### config.mk
export PLATFORM = sky130hd
export DESIGN_NAME = vbr_reducer
export DESIGN_NICKNAME = d
export VERILOG_FILES = /design/src/rtl/vbr_pkg.sv /design/src/rtl/vbr_pred_sel.sv /design/src/rtl/vbr_elem_reduce.sv /design/src/rtl/vbr_ctr_update.sv /design/src/rtl/vbr_reducer.sv
export SDC_FILE = /design/constraint.sdc
export NUM_CORES = 1
export LEC_CHECK = 0
export BUFFER_PORTS_ARGS = -buffer_cell sky130_fd_sc_hd__buf_2
export CORE_AREA = 2 2 280 282
export CTS_CLUSTER_DIAMETER = 100
export CTS_CLUSTER_SIZE = 28
export DETAILED_ROUTE_END_ITERATION = 10
export DIE_AREA = 0 0 282 284
export GPL_TIMING_DRIVEN = 0
export PLACE_DENSITY_LB_ADDON = 0.05
export SYNTH_ARGS = -nofsm -noshare
export SYNTH_HDL_FRONTEND = slang
export SYNTH_HIERARCHICAL = 1
export SYNTH_SLANG_ARGS = --single-unit
### constraint.sdc
create_clock -name clk -period 1.37 [get_ports clk]
set_input_delay 0.137 -clock clk [delete_from_list [all_inputs] [get_ports clk]]
set_output_delay 0.137 -clock clk [all_outputs]
set_load 0.1 [all_outputs]
### src/rtl/vbr_pkg.sv
package vbr_pkg;

   typedef enum logic [2:0] {
      PSRC_NONE  = 3'd0,
      PSRC_INT   = 3'd1,
      PSRC_INT_N = 3'd2,
      PSRC_CR    = 3'd3,
      PSRC_CR_N  = 3'd4
   } pred_src_e;

   // Prefixed instruction: 4-byte prefix word plus 4-byte suffix word
   localparam int unsigned INSN_BYTES = 8;

endpackage

### src/rtl/vbr_pred_sel.sv
module vbr_pred_sel
   import vbr_pkg::*;
#(
   parameter int unsigned MAX_VL = 64
) (
   input  logic [MAX_VL-1:0] int_mask,
   input  logic [MAX_VL-1:0] cr_mask,
   input  logic [2:0]        pred_src,
   output logic [MAX_VL-1:0] pmask
);

   pred_src_e src;

   always_comb begin
      src = pred_src_e'(pred_src);
      case (src)
         PSRC_INT:   pmask = int_mask;
         PSRC_INT_N: pmask = ~int_mask;
         PSRC_CR:    pmask = cr_mask;
         PSRC_CR_N:  pmask = ~cr_mask;
         default:    pmask = '1;
      endcase
   end

endmodule

### src/rtl/vbr_elem_reduce.sv
module vbr_elem_reduce #(
   parameter int unsigned MAX_VL = 64,
   localparam int unsigned VLW  = $clog2(MAX_VL + 1)
) (
   input  logic [MAX_VL-1:0] elem_cond,
   input  logic [MAX_VL-1:0] pmask,
   input  logic [VLW-1:0]    vec_len,
   input  logic              opt_sense,
   input  logic              zero_en,
   input  logic              fill_one,
   input  logic              all_mode,
   output logic              red_ok,
   output logic [MAX_VL-1:0] fail_vec
);

   logic [MAX_VL-1:0] and_term;
   logic [MAX_VL-1:0] or_term;

   for (genvar i = 0; i < MAX_VL; i++) begin : g_elem
      localparam logic [VLW-1:0] IDX = VLW'(i);
      logic in_range, active, pass, contrib_en, contrib_val;

      always_comb begin
         in_range    = IDX < vec_len;
         active      = in_range & pmask[i];
         pass        = ~(elem_cond[i] ^ opt_sense);
         contrib_en  = active | (in_range & ~pmask[i] & zero_en);
         contrib_val = active ? pass : fill_one;
      end

      // Absent contributions are identity for the selected operator
      assign and_term[i] = ~contrib_en | contrib_val;
      assign or_term[i]  =  contrib_en & contrib_val;
      assign fail_vec[i] =  active & ~pass;
   end

   assign red_ok = all_mode ? (&and_term) : (|or_term);

endmodule

### src/rtl/vbr_ctr_update.sv
module vbr_ctr_update #(
   parameter int unsigned MAX_VL = 64,
   parameter int unsigned XLEN   = 64,
   localparam int unsigned VLW   = $clog2(MAX_VL + 1)
) (
   input  logic [MAX_VL-1:0] fail_vec,
   input  logic [XLEN-1:0]   ctr_in,
   input  logic              ctr_mode,
   input  logic              opt_zero_exit,
   output logic [XLEN-1:0]   ctr_next,
   output logic              ctr_exit
);

   function automatic logic [VLW-1:0] count_ones(input logic [MAX_VL-1:0] v);
      logic [VLW-1:0] acc;
      acc = '0;
      for (int k = 0; k < MAX_VL; k++) begin
         acc = acc + {{(VLW-1){1'b0}}, v[k]};
      end
      return acc;
   endfunction

   logic [VLW-1:0]  n_fail;
   logic [XLEN-1:0] n_fail_x;

   always_comb begin
      n_fail   = count_ones(fail_vec);
      n_fail_x = {{(XLEN-VLW){1'b0}}, n_fail};
      if (!ctr_mode)
         ctr_next = ctr_in;
      else if (ctr_in < n_fail_x)
         ctr_next = '0;
      else
         ctr_next = ctr_in - n_fail_x;
      ctr_exit = ctr_mode & opt_zero_exit & (n_fail != '0) & (ctr_next == '0);
   end

endmodule

### src/rtl/vbr_reducer.sv
module vbr_reducer
   import vbr_pkg::*;
#(
   parameter int unsigned MAX_VL = 64,
   parameter int unsigned XLEN   = 64,
   parameter int unsigned OFS_W  = 24,
   localparam int unsigned VLW   = $clog2(MAX_VL + 1)
) (
   input  logic              clk,
   input  logic              rst_n,
   input  logic              start,
   input  logic [VLW-1:0]    vec_len,
   input  logic [MAX_VL-1:0] elem_cond,
   input  logic [MAX_VL-1:0] int_mask,
   input  logic [MAX_VL-1:0] cr_mask,
   input  logic [2:0]        pred_src,
   input  logic              opt_uncond,
   input  logic              opt_sense,
   input  logic              opt_zero_exit,
   input  logic              zero_en,
   input  logic              fill_one,
   input  logic              all_mode,
   input  logic              ctr_mode,
   input  logic [XLEN-1:0]   ctr_in,
   input  logic [XLEN-1:0]   instr_addr,
   input  logic [OFS_W-1:0]  br_offset,
   output logic              done,
   output logic              br_taken,
   output logic [XLEN-1:0]   ctr_out,
   output logic [XLEN-1:0]   next_pc
);

   if (MAX_VL < 2 || MAX_VL > 64) begin : g_bad_vl
      $error("vbr_reducer: MAX_VL must lie in 2..64");
   end
   if (OFS_W < 2 || OFS_W >= XLEN) begin : g_bad_ofs
      $error("vbr_reducer: OFS_W must lie in 2..XLEN-1");
   end
   if (XLEN <= VLW) begin : g_bad_xlen
      $error("vbr_reducer: XLEN too narrow for the failure count");
   end

   localparam logic [XLEN-1:0] FALL_STEP = XLEN'(INSN_BYTES);

   logic [MAX_VL-1:0] pmask;
   logic [MAX_VL-1:0] fail_vec;
   logic              red_ok;
   logic [XLEN-1:0]   ctr_next;
   logic              ctr_exit;
   logic              take_c;
   logic [XLEN-1:0]   ofs_x;
   logic [XLEN-1:0]   pc_c;

   vbr_pred_sel #(.MAX_VL(MAX_VL)) u_pred (
      .int_mask (int_mask),
      .cr_mask  (cr_mask),
      .pred_src (pred_src),
      .pmask    (pmask)
   );

   vbr_elem_reduce #(.MAX_VL(MAX_VL)) u_red (
      .elem_cond (elem_cond),
      .pmask     (pmask),
      .vec_len   (vec_len),
      .opt_sense (opt_sense),
      .zero_en   (zero_en),
      .fill_one  (fill_one),
      .all_mode  (all_mode),
      .red_ok    (red_ok),
      .fail_vec  (fail_vec)
   );

   vbr_ctr_update #(.MAX_VL(MAX_VL), .XLEN(XLEN)) u_ctr (
      .fail_vec      (fail_vec),
      .ctr_in        (ctr_in),
      .ctr_mode      (ctr_mode),
      .opt_zero_exit (opt_zero_exit),
      .ctr_next      (ctr_next),
      .ctr_exit      (ctr_exit)
   );

   always_comb begin
      take_c = opt_uncond | red_ok | ctr_exit;
      ofs_x  = {{(XLEN-OFS_W){br_offset[OFS_W-1]}}, br_offset};
      pc_c   = take_c ? (instr_addr + ofs_x) : (instr_addr + FALL_STEP);
   end

   always_ff @(posedge clk or negedge rst_n) begin
      if (!rst_n) begin
         done     <= 1'b0;
         br_taken <= 1'b0;
         ctr_out  <= '0;
         next_pc  <= '0;
      end else begin
         done <= start;
         if (start) begin
            br_taken <= take_c;
            ctr_out  <= ctr_next;
            next_pc  <= pc_c;
         end
      end
   end

   // result pulse timing and output hold
   p_done_follows_r1: assert property (@(posedge clk) disable iff (!rst_n)
      start |=> done);
   p_done_quiet_r1: assert property (@(posedge clk) disable iff (!rst_n)
      !start |=> !done);
   p_hold_r1: assert property (@(posedge clk) disable iff (!rst_n)
      !start |=> ($stable(br_taken) && $stable(ctr_out) && $stable(next_pc)));
   // forced branch
   p_uncond_r6: assert property (@(posedge clk) disable iff (!rst_n)
      (start && opt_uncond) |=> br_taken);
   // counter never grows, and is untouched outside counter-test mode
   p_ctr_nogrow_r7: assert property (@(posedge clk) disable iff (!rst_n)
      start |=> (ctr_out <= $past(ctr_in)));
   p_ctr_hold_r7: assert property (@(posedge clk) disable iff (!rst_n)
      (start && !ctr_mode) |=> (ctr_out == $past(ctr_in)));
   // fall-through skips the whole prefixed instruction
   p_fallthru_r9: assert property (@(posedge clk) disable iff (!rst_n)
      start |=> (br_taken || (next_pc == $past(instr_addr) + FALL_STEP)));

endmodule

# Word-level counts from Yosys, hierarchy flattened
# Index checks and enable logic that the tools add are counted.
# word_totals
reg_bits	130
out_inout_bits	130
# op_classes
eq_ne	4
bitwise	711
add_sub_neg	66
n_lt_le_gt_ge	65
mux	69
n_reduce_logical	4
# ops
cell	n
adder 7 x 1 -> 7 bit	62
AND 1 bit	323
case mux 64 bit (4 select lines)	1
less-than comparator 6 x 7 -> 1 bit, first input constant	32
two-way mux 64 bit	3
NOT 1 bit	192
OR 1 bit	130
NOT 64 bit	2
less-than comparator 5 x 7 -> 1 bit, first input constant	16
two-way mux 1 bit	65
adder 64 x 4 -> 64 bit, second input constant	1
adder 64 bit	1
logical NOT 64 bit	1
less-than comparator 64 x 7 -> 1 bit	1
AND reduction 64 bit	1
OR reduction 64 bit	1
subtractor 64 x 7 -> 64 bit	1
XOR 1 bit	64
less-than comparator 4 x 7 -> 1 bit, first input constant	8
less-than comparator 3 x 7 -> 1 bit, first input constant	4
less-than comparator 1 x 7 -> 1 bit, first input constant	2
less-than comparator 2 x 7 -> 1 bit, first input constant	2
nonzero test 7 bit	1
== test 3 x 2 -> 1 bit, second input constant	2
3 further kinds	3

# Depth between registers and ports, before layout
# Gate-level depths: netlist of the first run.
# logic_depth
depth_word	74
depth_mapped	43
depth_no_buf	39

# By module
# Netlist of the first run, hierarchy kept.
# by_module_without_submodules
mod	area_per_inst_um2	n_inst	cells_per_inst
vbr_reducer	10193.5	1	1179
vbr_ctr_update	4608.2	1	625
vbr_elem_reduce	4237.8	1	647
vbr_pred_sel	3139.3	1	306

# Worst setup path before layout of the first run
# No wires, ideal clock.
# synth_path
kind	input-to-reg
start	input pred_src[0]
end	register next_pc[0]
required_ps	1288
setup_slack_ps	-9369
path_buffers	6
setup_ps	82
arrival_ps	10657
path_stages	40
path_cell_list	nor2b_1 buf_2 buf_2 a221oi_2 nor3b_1 inv_1 fa_1 inv_1 fa_1 fa_1 inv_1 fa_1 inv_1 fa_1 fa_1 fa_1 inv_1 fa_1 [4 not listed] a21oi_1 ha_1 or3b_1 clkbuf_1 nor3_2 nand3_1 or4b_1 or4_1 nand2_1 or3b_1 or4b_1 nor4_2 or3_1 clkbuf_1 clkbuf_1 buf_1 nand2_1 a31oi_1
# synth_via
elab_cells_between_ends	722
classes_between	64 x add/sub; 1 x order compare; 4 x eq/ne; 69 x mux; 580 x bitwise; 4 x reduce/logical
# synth_rtl
item	line	source
start, declared	vbr_reducer.sv:16	input logic [2:0] pred_src,
== test 3 bit, or another cell as far along	vbr_pred_sel.sv:16	case (src)
case mux 64 bit (4 select lines) *	vbr_pred_sel.sv:16	
named net pmask[35]	vbr_reducer.sv:45	logic [MAX_VL-1:0] pmask;
AND 1 bit *	vbr_elem_reduce.sv:25	active = in_range & pmask[i];
AND 1 bit *	vbr_elem_reduce.sv:34	assign fail_vec[i] = active & ~pass;
named net fail_vec[35]	vbr_reducer.sv:46	logic [MAX_VL-1:0] fail_vec;
adder 7 x 1 -> 7 bit * (29 in a row)	vbr_ctr_update.sv:18	acc = acc + {{(VLW-1){1'b0}}, v[k]};
subtractor 64 x 7 -> 64 bit or less-than comparator 64 x 7 -> 1 bit (tied branches)	vbr_ctr_update.sv:34, vbr_ctr_update.sv:31	
two-way mux 64 bit	vbr_ctr_update.sv:31	else if (ctr_in < n_fail_x)
two-way mux 64 bit	vbr_ctr_update.sv:29	if (!ctr_mode)
logical NOT 64 bit	vbr_ctr_update.sv:35	ctr_exit = ctr_mode & opt_zero_exit & (n_fail != '0) & (ctr_next == '0);
AND 1 bit *	vbr_ctr_update.sv:35	
named net ctr_exit	vbr_reducer.sv:49	logic ctr_exit;
OR 1 bit *	vbr_reducer.sv:83	take_c = opt_uncond | red_ok | ctr_exit;
two-way mux 64 bit *	vbr_reducer.sv:85	pc_c = take_c ? (instr_addr + ofs_x) : (instr_addr + FALL_STEP);
end signal, assigned	vbr_reducer.sv:99	next_pc <= pc_c;
end, declared	vbr_reducer.sv:30	output logic [XLEN-1:0] next_pc
# Mark *: on every way through the listed nets, which the timed path passes. The rest lies on a longest branch.
# A chain may end at the register's enable or synchronous reset.

# Worst setup path in the final report of the first run
# layout_path
start	input pred_src[0]
end	register next_pc[59]
# layout_via
elab_cells_between_ends	722
classes_between	64 x add/sub; 1 x order compare; 4 x eq/ne; 69 x mux; 580 x bitwise; 4 x reduce/logical
# layout_rtl
item	line
== test 3 bit, or another cell as far along	vbr_pred_sel.sv:16
case mux 64 bit (4 select lines) *	vbr_pred_sel.sv:16
named net pmask[51]	vbr_reducer.sv:45
AND 1 bit *	vbr_elem_reduce.sv:25
AND 1 bit *	vbr_elem_reduce.sv:34
named net fail_vec[51]	vbr_reducer.sv:46
adder 7 x 1 -> 7 bit * (13 in a row)	vbr_ctr_update.sv:18
subtractor 64 x 7 -> 64 bit or less-than comparator 64 x 7 -> 1 bit (tied branches)	vbr_ctr_update.sv:34, vbr_ctr_update.sv:31
two-way mux 64 bit	vbr_ctr_update.sv:31
two-way mux 64 bit	vbr_ctr_update.sv:29
logical NOT 64 bit	vbr_ctr_update.sv:35
AND 1 bit *	vbr_ctr_update.sv:35
named net ctr_exit	vbr_reducer.sv:49
OR 1 bit *	vbr_reducer.sv:83
two-way mux 64 bit *	vbr_reducer.sv:85
# Marked as above.

==> tab_implementation.tex, run 1 <==
\begin{tabular}{lr}
\hline
Metric & Value \\
\hline
\multicolumn{2}{l}{\textbf{Place}} \\
Final weighted congestion in routability-driven placement & 0.948 \\
HPWL after DPL & between 90000 and 100000 um \\
Port bufs & approximately 490 \\
\multicolumn{2}{l}{\textbf{Power}} \\
Static Leak & approximately 13 nW \\
Sequential cell fraction of total power & 0.078 \\
Internal power & roughly 29 mW \\
Logic gate share of total power & 0.847 \\
Maximum VDD drop & about 0.0036 V \\
Fraction of power spent switching nets & 0.553 \\
Switching power & about 35 mW \\
Clock group share of total power & 0.076 \\
Cell Pwr Density & between 2000 and 2500 mW/mm2 \\
\multicolumn{2}{l}{\textbf{Timing}} \\
Slew at the pin closest to its max-slew limit & about 1600 ps \\
Clock Skew & 0 ps \\
Accumulated negative setup slack & -1057670 ps \\
Smallest setup slack after layout & -9180 ps \\
Relative max-transition margin & -0.0935 \\
Max Clk Rate & 0.0948 GHz \\
Finish-stage setup viols & $\sim$260 \\
Clock period minus final worst setup slack & around 11000 ps \\
Setup repair after global routing missed its margin & true \\
Period utilization & 7.70 \\
Number of max-slew violations in the final report & 5 \\
Final Hold Slack & about 39 ps \\
Hold violation count in the final report & 0 \\
\multicolumn{2}{l}{\textbf{Global route}} \\
First-pass GRT wire length & 175000 um \\
Total global-route track usage & 0.296 \\
Leftover overflow at the end of global routing & 0 \\
Largest net degree at the start of global routing & 77 \\
Number of antenna violations at the first check in global routing & 25 \\
Vias in the first global route & $\sim$25000 \\
\multicolumn{2}{l}{\textbf{Hold path}} \\
Hold path startpoint & instr\_addr[59] \\
Worst min-delay path class & primary input to flop \\
\multicolumn{2}{l}{\textbf{Routing}} \\
First-pass iteration count of the detailed router & 6 \\
Routed vias/inst & $\sim$5.6 \\
Vias & between 20000 and 30000 \\
DRC & 0 \\
Post-route antenna net violation count & 0 \\
Initial drt markers & 1747 \\
Average wire per cell in the routed design & 27.5 um \\
Routed wire length & about 120000 um \\
\multicolumn{2}{l}{\textbf{Yosys}} \\
Count of unique library cells instantiated by Yosys & 111 \\
Post-Synthesis Net Count & approximately 3300 \\
Number of cells produced by synthesis & roughly 2800 \\
Most common library cells after synthesis & sky130\_fd\_sc\_hd\_\_nor2\_1 (235), sky130\_fd\_sc\_hd\_\_nand2\_1 (203), sky130\_fd\_sc\_hd\_\_a21oi\_1 (195), sky130\_fd\_sc\_hd\_\_inv\_1 (159), sky130\_fd\_sc\_hd\_\_dfrtp\_1 (130) \\
Avg Synthesized Cell Area & roughly 8.0 um2 \\
Biggest area consumer among synthesized cells & sky130\_fd\_sc\_hd\_\_dfrtp\_1 \\
Area of the mapped netlist & around 0.022 mm2 \\
Synth warn & 6 \\
Largest cells by area after synthesis & sky130\_fd\_sc\_hd\_\_dfrtp\_1 (15\%), sky130\_fd\_sc\_hd\_\_mux2\_2 (5.3\%), sky130\_fd\_sc\_hd\_\_fa\_1 (5.1\%) \\
Synth Area in XOR/XNOR & 0.0867 \\
Most numerous cell in the Yosys netlist & sky130\_fd\_sc\_hd\_\_nor2\_1 \\
Yosys top cell area share & 0.147 \\
Post-synthesis share of cell area spent on full adders, half adders and majority gates & 0.0993 \\
Sequential area share after synthesis & 0.147 \\
Post-synth EDFFs & 0 \\
Fraction of the mapped netlist area in compound gates & 0.243 \\
Most frequently used flop master after synthesis & sky130\_fd\_sc\_hd\_\_dfrtp\_1 \\
Flip-flop and latch count after synthesis & 130 \\
Synthesized-area fraction occupied by and/or/nand/nor cells & 0.250 \\
Dominant combinational cell family by area after synthesis & simple AND/OR/NAND/NOR gates \\
Mux cell area share after synthesis & 0.104 \\
Post-synth ARST share & 1.00 \\
\multicolumn{2}{l}{\textbf{Clock tree}} \\
TritonCTS sink count & 130 \\
Number of buffers created by CTS & 17 \\
Clock transition at the registers of the reported paths & approximately 60 ps \\
CTS tree & built \\
Cell at the root of the clock tree & sky130\_fd\_sc\_hd\_\_clkbuf\_16 \\
Buffer depth of the longest clock path & 2 \\
Maximum level of the CTS H-tree & 4 \\
Insertion delay to the later sink of the worst-skew pair & around 480 ps \\
\multicolumn{2}{l}{\textbf{Setup path}} \\
Start point of the critical path & pred\_src[0] \\
Required time reported for the critical path endpoint & around 1800 ps \\
Number of cells traversed by the worst register-to-register path & 3 \\
R2R Path Start & next\_pc[60] \\
Startpoint type of the worst setup path & primary input \\
Worst setup path category & primary input to flop \\
Capturing element type of the critical path & flop \\
Crit-path most repeated cell & sky130\_fd\_sc\_hd\_\_fa\_1 \\
Cell at the slowest stage of the critical path & sky130\_fd\_sc\_hd\_\_fa\_1 \\
Critical Path AT & about 11000 ps \\
Delay of the slowest cell on the worst path & around 600 ps \\
Critical-path maximum fanout & 8 \\
Endpoint of the most critical setup path & next\_pc[59] \\
Endpoint of the worst-slack reg-to-reg timing path & next\_pc[60] \\
Slack of the worst reg-to-reg path & 510 ps \\
\multicolumn{2}{l}{\textbf{Die}} \\
DIE HEIGHT & between 200 and 300 um \\
Site Rows & between 100 and 150 \\
Starting utilization of the core area & 0.288 \\
Core area & between 0.07 and 0.08 mm2 \\
Die width & between 200 and 300 um \\
\# IOs & 494 \\
Die Outline Area & around 0.08 mm2 \\
\multicolumn{2}{l}{\textbf{Outcome}} \\
Outcome & finished with violations \\
Failing checks & capacitance limit, slew limit, setup timing \\
\multicolumn{2}{l}{\textbf{Final layout}} \\
Fin nets & 3906 \\
Synth-to-Final Area Change & 39.8\% \\
Layout cell share with drive strength beyond 1 & 0.380 \\
\multicolumn{2}{l}{\textbf{Flow run}} \\
Max-cap violations & 1 \\
\hline
\end{tabular}
-- placed cells by master, fill, tap and decap left out, types with 50 or more instances in the layout --
cell type                  instances
sky130_fd_sc_hd__a21oi_1         160
sky130_fd_sc_hd__ha_1             78
sky130_fd_sc_hd__and2_1           79
sky130_fd_sc_hd__nand4_1          51
sky130_fd_sc_hd__mux2_2           69
sky130_fd_sc_hd__xor2_1          112
sky130_fd_sc_hd__clkbuf_1         57
sky130_fd_sc_hd__buf_4            97
sky130_fd_sc_hd__a21o_1           50
sky130_fd_sc_hd__nand2_1         186
sky130_fd_sc_hd__inv_1           145
sky130_fd_sc_hd__xnor2_1          84
sky130_fd_sc_hd__o21ai_0          74
sky130_fd_sc_hd__buf_2           507
sky130_fd_sc_hd__nand3_1          59
sky130_fd_sc_hd__mux2i_1         109
sky130_fd_sc_hd__nor2_1          172
sky130_fd_sc_hd__dfrtp_1         130
-- per-layer routing --
| metal | global-route usage | share of wire | wire length, um | up-vias |
|---|---|---|---|---|
| met5 | 0 | 0.0013 | 162 | - |
| met4 | 0.0742 | 0.024 | 2960 | 26 |
| met3 | 0.0535 | 0.064 | 7800 | 137 |
| met2 | 0.493 | 0.47 | 57900 | 955 |
| met1 | 0.393 | 0.44 | 53900 | 12511 |
| li1 | - | - | - | 11453 |
-- worst min-delay path by stage --
stage / depth (start not counted) / end
after floorplan: 0 / br_taken
after global placement: 1 / done
after detailed placement: 1 / next_pc[50]
after CTS: 3 / next_pc[59]
after global routing: 4 / next_pc[56]
final: 3 / next_pc[59]
-- repair_timing --
action / in CTS / in global routing
hold buffers: 6 / 0
setup buffers: 83 / 44
endpoints found under the setup margin: 259 / 259
resized for setup: 444 / 200
gates cloned: 12 / 4
pin swaps: 129 / 74
hold endpoints to repair: 59 / 0
-- final cells by class --
cell class / count / area (um2)
buffer: 180 / 1590
tap: 1040 / 1300
clock inverter: 11 / 108
clock buffer: 20 / 457
timing repair buffer: 629 / 4060
multi-input combinational: 2283 / 19600
inverter: 161 / 609
sequential: 130 / 3250
antenna: 11 / 27.5
fill: 8032 / 46000
-- registers in the layout (all words and copies together) (netlist names) --
signal and count:
next_pc 64, ctr_out 64, br_taken 1, done 1
-- per-stage QoR --
step / instance area [um2] / setup slack, ps / utilization / instances / total power [mW]
floorplan: 22600 / -8720 / - / 2757 / 42.0
global placement: 26300 / -11810 / 0.342 / 4282 / 47.0
detailed placement: 26400 / -11860 / 0.343 / 4283 / 47.3
CTS: 29900 / -9140 / 0.388 / 4413 / 59.7
global route: 31000 / -9440 / 0.403 / 4458 / 66.4
finish: 31000 / -9180 / 0.403 / 4465 / 64.2
-- worst max-delay path, delay by kind of cell --
family          cells  cell delay (ps)
fa+ha+maj          11             4710
simple gates       15             3850
buf+inv            12             1240
compound gates      5              950
-- power groups by stage --
stage / combinational (mW) / sequential [mW] / clock, mW
after global routing: 56.2 / 5.05 / 5.13
after floorplan: 31.9 / 10.0 / 0
after global placement: 41.9 / 5.02 / 0
after detailed placement: 42.3 / 5.02 / 0
final: 54.4 / 4.98 / 4.85
after CTS: 49.7 / 4.96 / 4.99
-- cell families (layout without fill, tap and decap cells) --
family                     count (synthesis)  count (layout)
adders and majority gates                143             143
AOI/OAI and AO/OA                        725             725
other                                      0              11
DFF                                      130             130
xor gates and xnor gates                 218             218
and+or+nand+nor                          980             981
muxes                                    216             216
buffers and inverters                    345            1001
Note: power is estimated with default switching activity, not from simulation.
==> run 2: changes to the inputs <==
CORE_AREA = 2 2 239 241   (was 2 2 280 282)
DIE_AREA = 0 0 241 243   (was 0 0 282 284)
PLACE_DENSITY_LB_ADDON = 0.3   (was 0.05)
clock period = 11 ns   (was 1.37 ns; I/O delays follow)
==> run 2 against run 1 <==
  * The flow finishes with violations (DRC, setup timing)
  * Register-to-register slack improved by 9600 ps
  * Utilization rose by 12 points
  * First-iteration DRC count grew 29%
  * Via count increased by 0.39%
  * Count of clock-buffer cells in the layout decreased by 1
  * Worst hold slack better by 440 ps
  * Final cell count is 7.2% lower
  * Wire length fell by 13%
  * Sequential share of layout area up 0.66 points
  * Die area decreased by 27%
==> tab_implementation.tex, run 2 (synthesized netlist as in run 1, its figures left out) <==
\begin{tabular}{lr}
\hline
Metric & Value \\
\hline
\multicolumn{2}{l}{\textbf{Timing}} \\
Setup repair after global routing missed its margin & true \\
Relative max-transition margin & 0.241 \\
Hold violation count in the final report & 0 \\
Clock period minus final worst setup slack & between 10000 and 15000 ps \\
Max Clk Rate & between 0.08 and 0.09 GHz \\
Smallest setup slack after layout & -437 ps \\
Number of max-slew violations in the final report & 0 \\
Period utilization & 1.04 \\
Accumulated negative setup slack & -20480 ps \\
Clock Skew & 0 ps \\
Finish-stage setup viols & between 60 and 70 \\
Slew at the pin closest to its max-slew limit & 1140 ps \\
\multicolumn{2}{l}{\textbf{Final layout}} \\
Fin nets & $\sim$3900 \\
Layout Utilization & 0.521 \\
Most frequent cells in the layout & sky130\_fd\_sc\_hd\_\_buf\_2 (514), sky130\_fd\_sc\_hd\_\_nor2\_1 (216), sky130\_fd\_sc\_hd\_\_nand2\_1 (176) \\
Commonest non-fill, non-tap cell in the layout & sky130\_fd\_sc\_hd\_\_buf\_2 \\
Finished layout cell area & between 0.02 and 0.03 mm2 \\
Synth-to-Final Area Change & 31.5\% \\
Largest registers in the final layout & ctr\_out (64), next\_pc (64) \\
Layout cell share with drive strength beyond 1 & 0.351 \\
\multicolumn{2}{l}{\textbf{Setup path}} \\
Worst setup path category & primary input to flop \\
Critical-path maximum fanout & 8 \\
Count of buffer and inverter cells on the critical path & 10 \\
Startpoint type of the worst setup path & primary input \\
Crit-path most repeated cell & sky130\_fd\_sc\_hd\_\_fa\_1 \\
Cell at the slowest stage of the critical path & sky130\_fd\_sc\_hd\_\_fa\_2 \\
Delay of the slowest cell on the worst path & $\sim$620 ps \\
Capturing element type of the critical path & flop \\
Top cell family by delay on the critical path & adder cells \\
Required time reported for the critical path endpoint & 11360 ps \\
Critical Path AT & between 10000 and 15000 ps \\
\multicolumn{2}{l}{\textbf{Routing}} \\
First-pass iteration count of the detailed router & 11 \\
Post-route antenna net violation count & 0 \\
Vias & approximately 25000 \\
Routed wire length & 107000 um \\
Routed vias/inst & 6.08 \\
DRC & 1 \\
Initial drt markers & 2247 \\
Average wire per cell in the routed design & 25.8 um \\
\multicolumn{2}{l}{\textbf{Place}} \\
Port bufs & $\sim$490 \\
Final weighted congestion in routability-driven placement & between 1 and 1.5 \\
Cell area reported after detailed placement & between 0.02 and 0.03 mm2 \\
HPWL after DPL & 84900 um \\
Pre-CTS setup slack & -3050 ps \\
\multicolumn{2}{l}{\textbf{Global route}} \\
First-pass GRT wire length & around 150000 um \\
Vias in the first global route & 24308 \\
Number of antenna violations at the first check in global routing & 15 \\
Largest net degree at the start of global routing & between 90 and 100 \\
Leftover overflow at the end of global routing & 0 \\
Total global-route track usage & 0.351 \\
\multicolumn{2}{l}{\textbf{Clock tree}} \\
Total of hold buffers inserted after clock tree synthesis & 0 \\
TritonCTS sink count & between 100 and 150 \\
Maximum level of the CTS H-tree & 4 \\
Clock transition at the registers of the reported paths & $\sim$60 ps \\
CTS tree & built \\
Buffer depth of the longest clock path & 2 \\
Insertion delay to the later sink of the worst-skew pair & 450 ps \\
Number of buffers created by CTS & 17 \\
Cell at the root of the clock tree & sky130\_fd\_sc\_hd\_\_clkbuf\_16 \\
\multicolumn{2}{l}{\textbf{Die}} \\
\# IOs & between 400 and 500 \\
Die Outline Area & about 0.06 mm2 \\
Site Rows & 87 \\
DIE HEIGHT & between 200 and 250 um \\
Die width & between 200 and 250 um \\
Starting utilization of the core area & 0.396 \\
Core area & about 0.056 mm2 \\
\multicolumn{2}{l}{\textbf{Outcome}} \\
Outcome & finished with violations \\
Failing checks & DRC, setup timing \\
\multicolumn{2}{l}{\textbf{Hold path}} \\
Worst min-delay path class & flop to flop \\
\multicolumn{2}{l}{\textbf{Flow run}} \\
Max-cap violations & 0 \\
\hline
\end{tabular}
## run 2: final timing paths
path,start,to,slack [ps],depth (start not counted)
hold / removal,br_taken,br_taken,480,1
max in group asynchronous,rst_n,ctr_out[13],9630,2
setup reg to reg,next_pc[60],next_pc[60],10070,3
hold reg to reg,br_taken,br_taken,480,1
setup / recovery,pred_src[0],next_pc[58],-440,42
min in group asynchronous,rst_n,next_pc[43],560,1
## run 2: metrics by stage
| step | hold slack, ps | instances |
|---|---|---|
| after CTS | 481 | 4103 |
| after global placement | 469 | 3998 |
| after floorplan | 804 | 2757 |
| after detailed placement | 465 | 3999 |
| after global routing | 508 | 4143 |
| final | 481 | 4143 |
## run 2: repair_timing
item,CTS,global route
gates cloned,14,3
gates resized for setup,279,168
setup buffers,61,32
endpoints found under the setup margin,94,65
pin swaps,87,60
## run 2: area by class of cell
type | count | area (um2)
antenna | 7 | 17.5
timing repair buffer | 595 | 3560
fill | 5465 | 26800
sequential | 130 | 3250
tap | 756 | 946
inverter | 161 | 604
clock buffer | 19 | 443
buffer | 180 | 1420
clock inverter | 13 | 103
multi-input combinational | 2282 | 18800
## run 2: layer usage
layer,wire [um],part of all wire,vias to the layer above,global-route usage
met4,5820,0.054,16,0.189
met2,49400,0.46,1349,0.564
met3,9080,0.085,289,0.0662
met1,42500,0.40,12149,0.442
li1,-,-,11378,-
met5,112,0.0010,-,0
Power of run 2 is not shown: default switching activity piles up to over one toggle a cycle in this logic, so the estimate is an artifact.
